--- config.mk ---
export PLATFORM = sky130hd
export DESIGN_NAME = march_seq_engine
export DESIGN_NICKNAME = d
export VERILOG_FILES = /design/src/rtl/march_seq_engine.sv
export SDC_FILE = /design/constraint.sdc
export NUM_CORES = 1
export LEC_CHECK = 0
export BUFFER_PORTS_ARGS = -buffer_cell sky130_fd_sc_hd__buf_2
export CORE_UTILIZATION = 35
export DETAILED_ROUTE_END_ITERATION = 8
export PLACE_DENSITY = 0.59
export SLEW_MARGIN = 10
export SYNTH_ARGS = -nofsm -noshare
export SYNTH_HDL_FRONTEND = slang
export SYNTH_SLANG_ARGS = --single-unit
export TNS_END_PERCENT = 50
--- constraint.sdc ---
create_clock -name clk -period 2.9 [get_ports clk]
set_clock_uncertainty 0.05 [all_clocks]
set_input_delay 0 -clock clk [delete_from_list [all_inputs] [get_ports clk]]
set_output_delay 0 -clock clk [all_outputs]
set_load 0.01 [all_outputs]
--- src/rtl/march_seq_engine.sv ---
module march_seq_engine #(
  parameter int SEED_W = 4,
  parameter int WORD_W = 64,
  parameter int LAT_W  = 4
) (
  input  logic              clk,
  input  logic              rst_n,
  input  logic              run,
  input  logic [SEED_W-1:0] seed,
  input  logic [LAT_W-1:0]  rd_lat,
  input  logic [LAT_W-1:0]  wr_lat,
  input  logic              fast_sel,
  output logic              fast_y,
  output logic              addr_load,
  output logic              addr_down,
  output logic              addr_step,
  input  logic              addr_expire,
  output logic              ram_ce,
  output logic              ram_we,
  output logic [WORD_W-1:0] ram_wdata,
  input  logic [WORD_W-1:0] ram_rdata,
  output logic              busy,
  output logic              done,
  output logic              pass,
  output logic              fail,
  output logic [WORD_W-1:0] fail_bits
);
  localparam int REP = WORD_W / SEED_W;
  localparam logic [2:0] LAST_ELEM = 3'd5;

  typedef enum logic [2:0] {S_IDLE, S_LOAD, S_OP, S_FLUSH, S_DONE} state_t;

  state_t            state;
  logic [2:0]        elem;
  logic [1:0]        idx;
  logic [LAT_W-1:0]  cnt, rlat_q, wlat_q;
  logic [SEED_W-1:0] seed_q;
  logic              chk_pend, chk_inv;

  wire [WORD_W-1:0] pat      = {REP{seed_q}};
  wire              single   = (elem == 3'd0) || (elem == LAST_ELEM);
  wire [1:0]        last_idx = single ? 2'd0 : 2'd2;
  wire              cur_wr   = (elem == 3'd0) || (!single && idx == 2'd1);
  wire              cur_inv  = (elem == 3'd1 || elem == 3'd3) ? (idx != 2'd0) :
                               (elem == 3'd2 || elem == 3'd4) ? (idx == 2'd0) : 1'b0;
  wire [LAT_W-1:0]  cur_lat  = cur_wr ? wlat_q : rlat_q;
  wire              op_end   = (state == S_OP) && (cnt == cur_lat);
  wire              last_op  = (idx == last_idx);
  wire              start    = run && (state == S_IDLE || state == S_DONE);
  wire [WORD_W-1:0] diff     = ram_rdata ^ (chk_inv ? ~pat : pat);

  assign addr_load = (state == S_LOAD);
  assign addr_down = (elem == 3'd3) || (elem == 3'd4);
  assign addr_step = op_end && last_op && !addr_expire;
  assign ram_ce    = (state == S_OP) && (cnt == '0);
  assign ram_we    = ram_ce && cur_wr;
  assign ram_wdata = cur_inv ? ~pat : pat;
  assign busy      = (state == S_LOAD) || (state == S_OP) || (state == S_FLUSH);
  assign done      = (state == S_DONE);
  assign pass      = done && !fail;

  always_ff @(posedge clk or negedge rst_n) begin
    if (!rst_n) begin
      state     <= S_IDLE;
      elem      <= '0;
      idx       <= '0;
      cnt       <= '0;
      rlat_q    <= '0;
      wlat_q    <= '0;
      seed_q    <= '0;
      fast_y    <= 1'b0;
      chk_pend  <= 1'b0;
      chk_inv   <= 1'b0;
      fail      <= 1'b0;
      fail_bits <= '0;
    end else begin
      chk_pend <= 1'b0;
      if (chk_pend) begin
        fail_bits <= fail_bits | diff;
        if (diff != '0) fail <= 1'b1;
      end
      if (op_end && !cur_wr) begin
        chk_pend <= 1'b1;
        chk_inv  <= cur_inv;
      end
      case (state)
        S_IDLE, S_DONE: if (start) begin
          seed_q    <= seed;
          rlat_q    <= rd_lat;
          wlat_q    <= wr_lat;
          fast_y    <= fast_sel;
          fail      <= 1'b0;
          fail_bits <= '0;
          elem      <= '0;
          idx       <= '0;
          cnt       <= '0;
          state     <= S_LOAD;
        end
        S_LOAD: begin
          idx   <= '0;
          cnt   <= '0;
          state <= S_OP;
        end
        S_OP: begin
          if (!op_end) cnt <= cnt + 1'b1;
          else begin
            cnt <= '0;
            if (!last_op) idx <= idx + 1'b1;
            else if (!addr_expire) idx <= '0;
            else if (elem != LAST_ELEM) begin
              elem  <= elem + 1'b1;
              state <= S_LOAD;
            end else state <= S_FLUSH;
          end
        end
        S_FLUSH: state <= S_DONE;
        default: state <= S_IDLE;
      endcase
    end
  end

  a_r3_write_has_enable: assert property (@(posedge clk) disable iff (!rst_n)
    ram_we |-> ram_ce);
  a_r3_read_holds: assert property (@(posedge clk) disable iff (!rst_n)
    (ram_ce && !ram_we && rlat_q != '0) |=> !ram_ce);
  a_r5_fail_sticky: assert property (@(posedge clk) disable iff (!rst_n)
    (fail && !run) |=> fail);
  a_r5_bits_only_grow: assert property (@(posedge clk) disable iff (!rst_n)
    !run |=> ((fail_bits & $past(fail_bits)) == $past(fail_bits)));
  a_r6_done_after_busy: assert property (@(posedge clk) disable iff (!rst_n)
    $rose(done) |-> $past(busy));
  a_r7_fast_stable: assert property (@(posedge clk) disable iff (!rst_n)
    busy |=> $stable(fast_y));
  a_r2_no_step_when_idle: assert property (@(posedge clk) disable iff (!rst_n)
    !busy |-> (!addr_step && !ram_ce));
endmodule

* After elaboration in Yosys (flattened, before gate mapping)
Index checks and enable logic that the tools add are counted.
W data, S select, Z words.
** Operators by class
- Add/sub/neg operators :: 3
- Multipliers :: 0
- Divide/modulo/power cells :: 0
- Order comparisons :: 0
- Equality and inequality tests :: 19
- Shifts and indexed selects :: 0
- Mux-type cells :: 34
- Bitwise operators :: 3
- Reductions and logical operators :: 35
** Operators with widths (count)
- $mux W64 :: 5
- $not A64 Y64 :: 1
- $or A64 B64 Y64 :: 1
- $reduce_bool A64 Y1 :: 1
- $xor A64 B64 Y64 :: 1
- $mux W3 :: 9
- $eq A3 B2 Y1 const B :: 4
- $mux W2 :: 6
- $mux W4 :: 3
- $pmux W3 S4 :: 1
- $pmux W4 S3 :: 1
- $eq A3 B3 Y1 const B :: 3
- $logic_and A1 B1 Y1 :: 9
- $logic_or A1 B1 Y1 :: 8
- $ne A2 B2 Y1 const B :: 4
- $reduce_and A4 Y1 :: 2
- $mux W1 :: 7
- $eq A3 B1 Y1 const B :: 2
- $logic_not A3 Y1 :: 2
- $ne A3 B3 Y1 const B :: 2
- $pmux W2 S3 :: 1
- $pmux W3 S2 :: 1
- $reduce_and A6 Y1 :: 1
- $add A4 B1 Y4 const B :: 1
- 13 further kinds :: 18
** Word-level totals
- Register bits after elaboration :: 92
- Bits in latches :: 0
- RAM bits :: 0
- Bits in read-only memories :: 0
- Input port bits :: 81
- Logic and storage cells :: 106
- Memories :: 0

* Logic depth before layout (Yosys ltp)
Gate-level depths: netlist of run 1.
- Word-level depth :: 10
- Depth in mapped cells :: 10

* Worst setup path before layout of run 1
OpenSTA, ideal clock, no wires.
- Kind :: flip-flop to output port
- Start point :: reg elem[0]
- End point :: out ram_wdata[10]
- Arrival time :: 2365 ps
- Data required time :: 2850 ps
- Path slack :: 485 ps
- Stages on the path, launching flop included :: 9
- Path through :: dfrtp_1 -> ha_1 -> ha_1 -> nor2b_1 -> nand2_1 -> mux2i_1 -> a21oi_1 -> xnor2_1 -> buf_4
** On the way
- Word-level cells in the longest chain between the ends :: 5
- Elaborated cells between the ends (all ways) :: 9
** Ends and longest elaborated chain
- from (decl) :: line 34 : logic [2:0] elem;
- from (signal assigned) :: line 111 : elem <= elem + 1'b1;
- $eq A3 B2 Y1 / $eq A3 B3 Y1 (equally long branches) :: line 45 : (elem == 3'd2 || elem == 3'd4) ? (idx == 2'd0) : 1'b0;
- $logic_or A1 B1 Y1 :: line 45
- $mux W1 :: line 45
- $mux W1 * :: line 44 : wire cur_inv = (elem == 3'd1 || elem == 3'd3) ? (idx != 2'd0) :
- $mux W64 * :: line 57 : assign ram_wdata = cur_inv ? ~pat : pat;
- to (decl) :: line 20 : output logic [WORD_W-1:0] ram_wdata,
Every way passes the cells marked *; elsewhere a longest branch is shown, timed or not.

* Final worst setup path of run 1
- Start point :: reg elem[0]
- End point :: out addr_step
** On the way
- Word-level cells in the longest chain between the ends :: 10
- Elaborated cells between the ends (all ways) :: 13
** Ends and longest elaborated chain
- $eq A3 B3 Y1 / $logic_not A3 Y1 (equally long branches) :: line 41, 43
- $logic_or A1 B1 Y1 :: line 41 : wire single = (elem == 3'd0) || (elem == LAST_ELEM);
- $logic_not A1 Y1 :: line 43 : wire cur_wr = (elem == 3'd0) || (!single && idx == 2'd1);
- $logic_and A1 B1 Y1 :: line 43
- $logic_or A1 B1 Y1 :: line 43
- $mux W4 :: line 46 : wire [LAT_W-1:0] cur_lat = cur_wr ? wlat_q : rlat_q;
- $eq A4 B4 Y1 :: line 47 : wire op_end = (state == S_OP) && (cnt == cur_lat);
- $logic_and A1 B1 Y1 :: line 47
- $logic_and A1 B1 Y1 * (2 in series) :: line 54 : assign addr_step = op_end && last_op && !addr_expire;
- to (decl) :: line 16 : output logic addr_step,
Marked as above.

==> qor.txt, run 1 <==
status - finished, final reports clean
post-route cell area - 0.007548 mm2
Max-slew headroom - 35.91%
Worst Path Buf+Inv - 3
Rows - 46
Worst-path clk slew - 0.07 ns
Worst Setup Start Kind - register
gr usage total - 20.04%
Cells after Synth - 675
R2R Path End - idx[0]$_DFFE_PN0P_
Util after Layout - 47.01%
Mapped Area - 0.005838 mm2
flops & latches, synth - 92
core area - 0.01606 mm2
Max stage delay on crit path - 0.40 ns
Slew Limit Fails - 0
Die Y-Extent - 131.2 um
NetSw - 0.002999 W
reg-to-reg startpoint - elem[0]$_DFFE_PN0P_
post-synthesis sequential area ratio - 39.43%
Top Family by Delay on Critical Path - simple AND/OR/NAND/NOR gates
vias per inst - 4.819
Die W - 131.2 um
slowest stage cell, crit path - dfrtp_2
first-pass GRT wire length - 26970 um
WP data required - 2.85 ns
Routed Antenna Nets - 0
setup violators final - 0
RSZ-0062 raised after global routing - false
hold endpoint - fail_bits[13]$_DFF_PN0_
total power - 0.006743 W
NumNets Final - 967
Syn. warnings - 0
top post-synthesis cells by count - 92 x dfrtp_1, 82 x xnor2_1, 80 x nor2_1
largest net degree at the start of global routing - 71
P&R area growth vs syn - 29.30%
Cell variety after synth - 52
Logic pwr share - 56.2%
P per Cell Area - 893.3 mW/mm2
CTS Buf Count - 9
Max Cap Violations - 0
DP HPWL - 12530 um
Clock Tree Buf Depth - 2
critical-path cell list - inv_1, ha_1, nor2b_2, o21ai_4, mux2i_2, xnor2_1, nand4_1, buf_6, or2_4, nor3_2, buf_2
DRC - 0
gp weighted congestion - 0.8223
Critical Path AT - 2.72 ns
Hold Path Class - primary input to register
syn nets - 765
Fin Setup TNS - 0 ns
multi-input logic area - 0.002919 mm2
CTS tree - done
fin crit share - 95.68%
clock power share - 18.0%
initial DRC count - 406
Initial Util - 36.36%
worst skew pair latency - 0.35 ns
WS Path Type - register to primary output
CTS sink cnt - 92
Post-synth EDFFs - 0
sw frac - 44.47%
worst slew pin tran - 0.9613 ns
PortBufs - 218
Worst Hold Depth - 4
fmax - 0.3604 GHz
Tmin final - 2.775 ns
Seq. cell area - 0.002305 mm2
area leader, netlist - dfrtp_1
R2R setup slack - 0.42 ns
Overflow after GRT - 0
peak supply drop - 426.1 uV
final wirelength - 17160 um
Final Hold Viols - 0
leakage power - 3.723 nW
vias - 5296
initial antenna violation count - 0
top post-synthesis cells by area - dfrtp_1 39%, xnor2_1 12%, buf_4 8.2%
number of global-route vias before repair - 4900
Syn Area/Cell - 8.649 um2
Seq pwr share - 25.8%
r2r worst-path depth - 10
P_int - 0.003745 W
CTS Root Cell - clkbuf_16
fillcell total - 1588
share of layout cells above drive strength 1 - 31.97%
critical path endpoint category - primary output
Placed Instance Area - 0.006805 mm2
Crit Path Max Fanout - 11
Synth top area share - 39.43%
most common cell in the synthesized netlist - dfrtp_1
drt wl/cell - 15.61 um
Detailed Routing Iterations Pass 1 - 5
H-tree depth - 3
die area - 0.01720 mm2
hold path startpoint - ram_rdata[13]
async set-reset flop share out of synthesis - 100.0%
io pins - 219
ys flop type - dfrtp_1
[routing by layer]
metal / share of wire, % / track usage [%] / routed length [um]
met3: 6.1 / 3.935 / 1050
met4: 1.6 / 6.993 / 280
met5: 0 / 0 / 0
met1: 46 / 27.73 / 7933
met2: 46 / 30.97 / 7895
[cells by family after synthesis]
| family | count (synthesis) | synth area share, % |
|---|---|---|
| flip-flops | 92 | 39.43 |
| AND/OR/NAND/NOR | 237 | 18.75 |
| XOR/XNOR | 92 | 13.80 |
| adder cells (fa/ha/maj) | 9 | 1.929 |
| AO/OA/AOI/OAI | 128 | 12.80 |
| multiplexers | 11 | 1.929 |
| buffers and inverters | 106 | 11.36 |
[flip-flops by register name (all words and copies together), names as in the netlist]
register	cells
fast_y	1
fail_bits	64
rlat_q	4
wlat_q	4
idx	2
seed_q	4
state	3
chk_pend	1
elem	3
fail	1
chk_inv	1
cnt	4
[worst reg2reg max path, delay by kind of cell, from the launching register on]
family	cells	cell delay [ns]
muxes	1	0.28
AOI/OAI and AO/OA	2	0.54
DFF	1	0.40
adders and majority gates	1	0.24
and+or+nand+nor	3	0.49
buffers and inverters	2	0.23
xor gates and xnor gates	1	0.14
[power groups by stage]
| stage | Combinational (W) | Sequential, W | Clock, W |
|---|---|---|---|
| 6_report | 0.00379 | 0.00174 | 0.00121 |
| 3_3_place_gp | 0.00373 | 0.00176 | 0 |
| 5_1_grt | 0.00415 | 0.00177 | 0.00129 |
| 2_1_floorplan | 0.00321 | 0.00163 | 0 |
| 3_5_place_dp | 0.00375 | 0.00176 | 0 |
| 4_1_cts | 0.00380 | 0.00174 | 0.00124 |
[through the flow]
step | hold slack (ns) | setup slack (ns) | cells
after detailed placement | 0.1460 | 0.4135 | 1039
final | 0.006590 | 0.1254 | 1099
after CTS | 0.0004718 | 0.03653 | 1096
after global routing | 0.01714 | 0.005763 | 1098
after global placement | 0.1407 | 0.4797 | 1039
after floorplan | -0.3456 | 0.4850 | 675
[cell type report]
class	instances	share of cell area (%)
clock buffer	9	2.984
timing repair buffer	283	22.53
antenna	1	0.03315
tap	216	3.580
multi-input combinational	477	38.67
inverter	14	0.6962
clock inverter	7	0.9780
sequential	92	30.53
[worst max-delay path by stage]
stage / startpoint / to / slack (ns) / depth (start not counted)
after detailed placement: elem[0]$_DFFE_PN0P_ / idx[0]$_DFFE_PN0P_ / 0.41 / 10
after CTS: elem[0]$_DFFE_PN0P_ / addr_step / 0.04 / 11
after global placement: elem[0]$_DFFE_PN0P_ / addr_step / 0.48 / 11
after global routing: elem[0]$_DFFE_PN0P_ / addr_step / 0.006 / 11
final: elem[0]$_DFFE_PN0P_ / addr_step / 0.13 / 11
after floorplan: elem[0]$_DFFE_PN0P_ / ram_wdata[10] / 0.49 / 8
[placed cells by master, fill, tap and decap left out, types with 2 or more instances in the layout]
cell	instances
inv_1	14
and2_1	4
nor3_2	2
clkbuf_16	9
mux2_2	2
o22ai_1	5
buf_2	217
xnor2_2	4
buf_4	23
inv_6	2
clkinv_2	2
nor2_1	80
nand3_1	13
nor3_1	15
mux2i_1	8
o221ai_1	3
a21oi_1	72
nor4_1	6
o31ai_1	3
nand2b_1	2
dfrtp_2	2
xor2_1	10
o41ai_1	2
and3_1	5
or2_2	2
o211ai_1	5
or3b_2	3
a211oi_1	5
nand2_1	74
o311ai_0	2
dfrtp_1	90
o21ai_0	24
nand4_1	10
dlygate4sd3_1	41
xnor2_1	78
ha_1	8
or3_1	10
[repair_timing]
| action | in CTS | in global routing |
|---|---|---|
| hold buffers | 41 | 0 |
| hold endpoints to repair | 109 | 0 |
| resized for setup | 0 | 5 |
| setup endpoints to repair | 0 | 1 |
| buffers inserted | 0 | 2 |
(Power assumes the default switching activity.)
==> run 2, diff against run 1 <==
--- a/config.mk
+++ b/config.mk
@@ -6,6 +6,7 @@
 export NUM_CORES = 1
 export LEC_CHECK = 0
 export BUFFER_PORTS_ARGS = -buffer_cell sky130_fd_sc_hd__buf_2
+export CORE_MARGIN = 2
 export CORE_UTILIZATION = 35
 export DETAILED_ROUTE_END_ITERATION = 8
 export PLACE_DENSITY = 0.59
==> qor.txt, run 2 (synthesis results as in run 1) <==
setup violators final - 0 (unchanged)
Logic pwr share - 55.4% (was 56.2%)
Seq pwr share - 24.8% (was 25.8%)
drt wl/cell - 15.74 um (was 15.61 um)
io pins - 219 (unchanged)
hold path startpoint - ram_rdata[21] (was ram_rdata[13])
most frequent cells in the layout - 217 x buf_2, 90 x dfrtp_1, 80 x nor2_1 (unchanged)
total power - 0.006914 W (was 0.006743 W)
fmax - 0.3641 GHz (was 0.3604 GHz)
met2 wire len - 7870 um (was 7895 um)
Fin Setup TNS - 0 ns (unchanged)
P_int - 0.003904 W (was 0.003745 W)
Critical Path AT - 2.70 ns (was 2.72 ns)
CTS Buf Count - 9 (unchanged)
Detailed Routing Iterations Pass 1 - 5 (unchanged)
Worst-path clk slew - 0.07 ns (about the same)
DP HPWL - 12730 um (was 12530 um)
Die Y-Extent - 133.2 um (was 131.2 um)
most common cell after layout, fill and taps aside - buf_2 (unchanged)
Worst Setup Start Kind - register (unchanged)
initial antenna violation count - 2 (was 0)
PortBufs - 218 (unchanged)
Hold Path Class - primary input to register (unchanged)
sw frac - 43.54% (was 44.47%)
DRT met1 WL - 8011 um (was 7933 um)
critical path endpoint category - primary output (unchanged)
Tmin final - 2.746 ns (was 2.775 ns)
leakage power - 3.760 nW (was 3.723 nW)
NumNets Final - 971 (was 967)
core area - 0.01647 mm2 (was 0.01606 mm2)
metal3 WL - 1007 um (was 1050 um)
gp weighted congestion - 0.8761 (was 0.8223)
reg-to-reg startpoint - elem[0]$_DFFE_PN0P_ (unchanged)
Max-slew headroom - 49.36% (was 35.91%)
DR top layer - met5 (was met4)
CTS sink cnt - 92 (unchanged)
H-tree depth - 3 (unchanged)
die area - 0.01773 mm2 (was 0.01720 mm2)
RSZ-0062 raised after global routing - false (unchanged)
Slew Limit Fails - 0 (unchanged)
max reg flops - 64 (unchanged)
WP data required - 2.85 ns (about the same)
worst slew pin tran - 0.7595 ns (was 0.9613 ns)
Biggest register - fail_bits (unchanged)
Routed Antenna Nets - 0 (unchanged)
initial DRC count - 286 (was 406)
Final Hold Viols - 0 (unchanged)
Rows - 47 (was 46)
worst skew pair latency - 0.35 ns (about the same)
Clock Tree Buf Depth - 2 (unchanged)
DRC - 0 (unchanged)
final wirelength - 17430 um (was 17160 um)
fin crit share - 94.70% (was 95.68%)
Die W - 133.2 um (was 131.2 um)
clock power share - 19.9% (was 18.0%)
vias per inst - 4.888 (was 4.819)
NetSw - 0.003010 W (was 0.002999 W)
Initial Util - 35.46% (was 36.36%)
CTS Root Cell - clkbuf_16 (unchanged)
CTS tree - done (unchanged)
first-pass GRT wire length - 27340 um (was 26970 um)
gr usage total - 19.66% (was 20.04%)
peak supply drop - 482.7 uV (was 426.1 uV)
WS Path Type - register to primary output (unchanged)
non-filler instance count after layout - 1107 (was 1099)
Crit Path Max Fanout - 11 (unchanged)
dpl cells - 1042 (was 1039)
CP startpoint - elem[0]$_DFFE_PN0P_ (unchanged)
Overflow after GRT - 0 (unchanged)
vias - 5411 (was 5296)
status - finished, final reports clean (unchanged)
number of global-route vias before repair - 5060 (was 4900)
largest net degree at the start of global routing - 52 (was 71)
Max Cap Violations - 0 (unchanged)
P per Cell Area - 905.6 mW/mm2 (was 893.3 mW/mm2)
P&R area growth vs syn - 30.78% (was 29.30%)
fillcell total - 1588 (unchanged)
share of layout cells above drive strength 1 - 31.60% (was 31.97%)
-- run 2: changes by cell type in the layout (fill, tap and decap cells not counted), sizes merged --
cell,previous run,this run
inv,16,15
dlygate4sd3,41,44
bufinv,1,3
buf,242,243
clkinv,3,1
clkbuf,9,10
-- run 2: final timing paths --
path,end,slack [ns],depth (start not counted)
max,addr_step,0.15,11
min,fail_bits[21]$_DFF_PN0_,0.007,4
min in group asynchronous,fail_bits[28]$_DFF_PN0_,0.17,2
max in group asynchronous,fail_bits[5]$_DFF_PN0_,1.75,3
min reg2reg,wlat_q[2]$_DFFE_PN0P_,0.42,2
max reg2reg,idx[0]$_DFFE_PN0P_,0.42,10
-- run 2: stage by stage --
stage	hold slack, ns	setup slack [ns]	utilization, %	area, um2
final	0.006638	0.1538	46.37	7635
after global routing	0.03006	0.03586	46.37	7635
after CTS	0.001175	0.04861	46.13	7596
after detailed placement	0.03932	0.3909	41.39	6815
after global placement	0.03676	0.4538	41.39	6815
after floorplan	-0.3456	0.4850	-	5838
-- run 2: per-layer routing --
metal  global-route usage (%)  up-vias
met4                    8.747        2
li1                         -     2638
met2                    31.00      206
met1                    26.66     2531
met3                    3.349       34
met5                        0        -
-- run 2: power by group through the flow --
stage          registers, W  clock network (W)  logic [W]
4_1_cts             0.00172            0.00140    0.00387
3_3_place_gp        0.00174                  0    0.00379
6_report            0.00171            0.00137    0.00383
2_1_floorplan       0.00163                  0    0.00321
5_1_grt             0.00175            0.00145    0.00421
3_5_place_dp        0.00174                  0    0.00381
-- run 2: cell type report --
cell class	instances	area [um2]	area share (%)
clock buffer	10	229.0	2.999
clock inverter	6	111.4	1.459
tap	220	275.3	3.605
inverter	14	52.55	0.6883
antenna	1	2.502	0.03278
timing repair buffer	287	1747	22.88
sequential	92	2305	30.19
multi-input combinational	477	2913	38.15
-- run 2: worst max-delay path: stages (launching register included) --
cell and delay [ns]:
dfrtp_2 0.39, inv_1 0.06, ha_1 0.24, nor2b_2 0.18
o21ai_4 0.26, mux2i_1 0.26, xor2_1 0.17, nand4_1 0.11
buf_4 0.18, or2_4 0.26, nor3_2 0.10, buf_2 0.15
-- run 2: repair_timing --
| action | 4_1_cts | 5_1_grt |
|---|---|---|
| setup endpoints to repair | 0 | 1 |
| setup buffers | 0 | 4 |
| endpoints found under the hold margin | 92 | 0 |
| gates resized for setup | 0 | 2 |
| hold buffers | 44 | 0 |
==> run 3, diff against run 2 <==
==> constraint.sdc (replaced) <==
create_clock -name clk -period 2.95 [get_ports clk]
set_clock_uncertainty 0.05 [all_clocks]
set_input_delay 0 -clock clk [delete_from_list [all_inputs] [get_ports clk]]
set_output_delay 0 -clock clk [all_outputs]
set_load 0.01 [all_outputs]
==> qor.txt, run 3 (synthesis results as in run 1) <==
status - finished, final reports clean (unchanged)
total power - 0.006687 W (was 0.006914 W)
initial DRC count - 244 (was 286)
vias - 5309 (was 5411)
fin crit share - 93.06%
Worst Path Buf+Inv - 3 (unchanged)
Placed Instance Area - 0.006775 mm2 (was 0.006815 mm2)
max reg flops - 64 (unchanged)
critical-path cell list - inv_1, ha_2, nor2b_2, o21ai_4, mux2i_1, xor2_1, nand4_1, buf_4, or2_4, nor3_2, buf_2 (was inv_1, ha_1, nor2b_2, o21ai_4, mux2i_1, xor2_1, nand4_1, buf_4, or2_4, nor3_2, buf_2)
r2r worst-path depth - 10 (unchanged)
critical path endpoint category - primary output (unchanged)
gr usage total - 19.21% (was 19.66%)
Initial Util - 35.46% (unchanged)
Die Y-Extent - 133.2 um (unchanged)
Tmin final - 2.745 ns
Final Hold Viols - 0 (unchanged)
Biggest register - fail_bits (unchanged)
final wirelength - 17190 um (was 17430 um)
PortBufs - 218 (unchanged)
first-pass GRT wire length - 26600 um (was 27340 um)
most frequent cells in the layout - 217 x buf_2, 90 x dfrtp_1, 80 x nor2_1 (unchanged)
Util after Layout - 45.46% (was 46.37%)
RSZ-0062 raised after global routing - false (unchanged)
DRC - 0 (unchanged)
fmax - 0.3642 GHz
Max stage delay on crit path - 0.39 ns (about the same)
Rows - 47 (unchanged)
share of layout cells above drive strength 1 - 32.11% (was 31.60%)
reg-to-reg startpoint - elem[1]$_DFFE_PN0P_ (was elem[0]$_DFFE_PN0P_)
Routed Antenna Nets - 0 (unchanged)
CTS sink cnt - 92 (unchanged)
io pins - 219 (unchanged)
WS Path Type - register to primary output (unchanged)
Die W - 133.2 um (unchanged)
Critical Path AT - 2.70 ns (about the same)
R2R Path End - elem[1]$_DFFE_PN0P_ (was idx[0]$_DFFE_PN0P_)
gp weighted congestion - 0.9189 (was 0.8761)
CTS Root Cell - clkbuf_16 (unchanged)
Overflow after GRT - 0 (unchanged)
hold path startpoint - ram_rdata[43] (was ram_rdata[21])
leakage power - 3.696 nW (was 3.760 nW)
Worst-path clk slew - 0.07 ns (about the same)
Top Family by Delay on Critical Path - simple AND/OR/NAND/NOR gates (unchanged)
initial antenna violation count - 2 (unchanged)
Detailed Routing Iterations Pass 1 - 4 (was 5)
Worst Setup Start Kind - register (unchanged)
P per Cell Area - 893.4 mW/mm2 (was 905.6 mW/mm2)
H-tree depth - 3 (unchanged)
Hold Path Class - primary input to register (unchanged)
slowest stage cell, crit path - dfrtp_1 (was dfrtp_2)
Max Cap Violations - 0 (unchanged)
worst skew pair latency - 0.34 ns (was 0.35 ns)
drt wl/cell - 15.73 um (was 15.74 um)
core area - 0.01647 mm2 (unchanged)
Slew Limit Fails - 0 (unchanged)
Clock Tree Buf Depth - 2 (unchanged)
Fin Setup TNS - 0 ns (unchanged)
number of global-route vias before repair - 4856 (was 5060)
Worst Hold Depth - 4 (unchanged)
largest net degree at the start of global routing - 74 (was 52)
hold endpoint - fail_bits[43]$_DFF_PN0_ (was fail_bits[21]$_DFF_PN0_)
R2R setup slack - 0.46 ns (was 0.42 ns)
P&R area growth vs syn - 28.20% (was 30.78%)
setup violators final - 0 (unchanged)
vias per inst - 4.857 (was 4.888)
die area - 0.01773 mm2 (unchanged)
Crit Path Max Fanout - 11 (unchanged)
post-route cell area - 0.007485 mm2 (was 0.007635 mm2)
most common cell after layout, fill and taps aside - buf_2 (unchanged)
WP data required - 2.90 ns (was 2.85 ns)
NumNets Final - 957 (was 971)
worst slew pin tran - 0.9828 ns (was 0.7595 ns)
CTS tree - done (unchanged)
DP HPWL - 12510 um (was 12730 um)
Max-slew headroom - 34.48% (was 49.36%)
peak supply drop - 390.8 uV (was 482.7 uV)
CTS Buf Count - 9 (unchanged)
==> run 3: stage by stage <==
step                      setup WS, ns  instances  hold WS, ns
after global placement          0.5055       1040       0.1395
final                           0.2046       1093     0.006760
after floorplan                 0.5350        675      -0.3456
after global routing          0.009947       1093     0.007111
after CTS                      0.08473       1090    0.0004237
after detailed placement        0.4340       1040       0.1416
==> run 3: per-layer routing <==
layer | routed length [um] | part of all wire [%] | track usage [%] | up-vias
li1 | - | - | - | 2607
met1 | 7734 | 45 | 26.41 | 2493
met2 | 7816 | 45 | 29.91 | 187
met3 | 1239 | 7.2 | 4.985 | 20
met4 | 394 | 2.3 | 5.851 | 2
met5 | 7 | 0.041 | 0 | -
==> run 3: area by class of cell <==
| cell class | count | area, um2 |
|---|---|---|
| sequential | 92 | 2305 |
| inverter | 14 | 52.55 |
| timing repair buffer | 273 | 1592 |
| tap | 220 | 275.3 |
| fill | 1632 | 8981 |
| clock buffer | 11 | 252.7 |
| antenna | 1 | 2.502 |
| multi-input combinational | 477 | 2923 |
| clock inverter | 5 | 82.58 |
==> run 3: repair_timing <==
| item | 4_1_cts | 5_1_grt |
|---|---|---|
| setup endpoints to repair | 0 | 1 |
| resized for setup | 0 | 5 |
| setup buffers | 0 | 2 |
| endpoints found under the hold margin | 105 | 0 |
| hold buffers | 34 | 0 |
==> run 3: worst max path at each step <==
stage / endpoint / from / slack (ns) / cells past startpoint
after floorplan: ram_wdata[10] / elem[0]$_DFFE_PN0P_ / 0.54 / 8
after global placement: addr_step / elem[0]$_DFFE_PN0P_ / 0.51 / 11
after detailed placement: elem[2]$_DFFE_PN0P_ / elem[0]$_DFFE_PN0P_ / 0.43 / 10
after CTS: addr_step / elem[0]$_DFFE_PN0P_ / 0.08 / 11
after global routing: addr_step / elem[1]$_DFFE_PN0P_ / 0.01 / 11
final: addr_step / elem[1]$_DFFE_PN0P_ / 0.20 / 11
==> run 3: tightest hold or removal path, delay by kind of cell <==
family,cells,cell delay [ns]
XOR/XNOR,1,0.11
AND/OR/NAND/NOR,1,0.07
buffers and inverters,1,0.12
AO/OA/AOI/OAI,1,0.06
==> run 3: power by group <==
group / total [W] / switching, W / internal [W]
clock: 0.00130 / 0.000508 / 0.000792
combinational: 0.00369 / 0.00217 / 0.00152
sequential: 0.00170 / 0.000249 / 0.00145
total: 0.00669 / 0.00293 / 0.00376
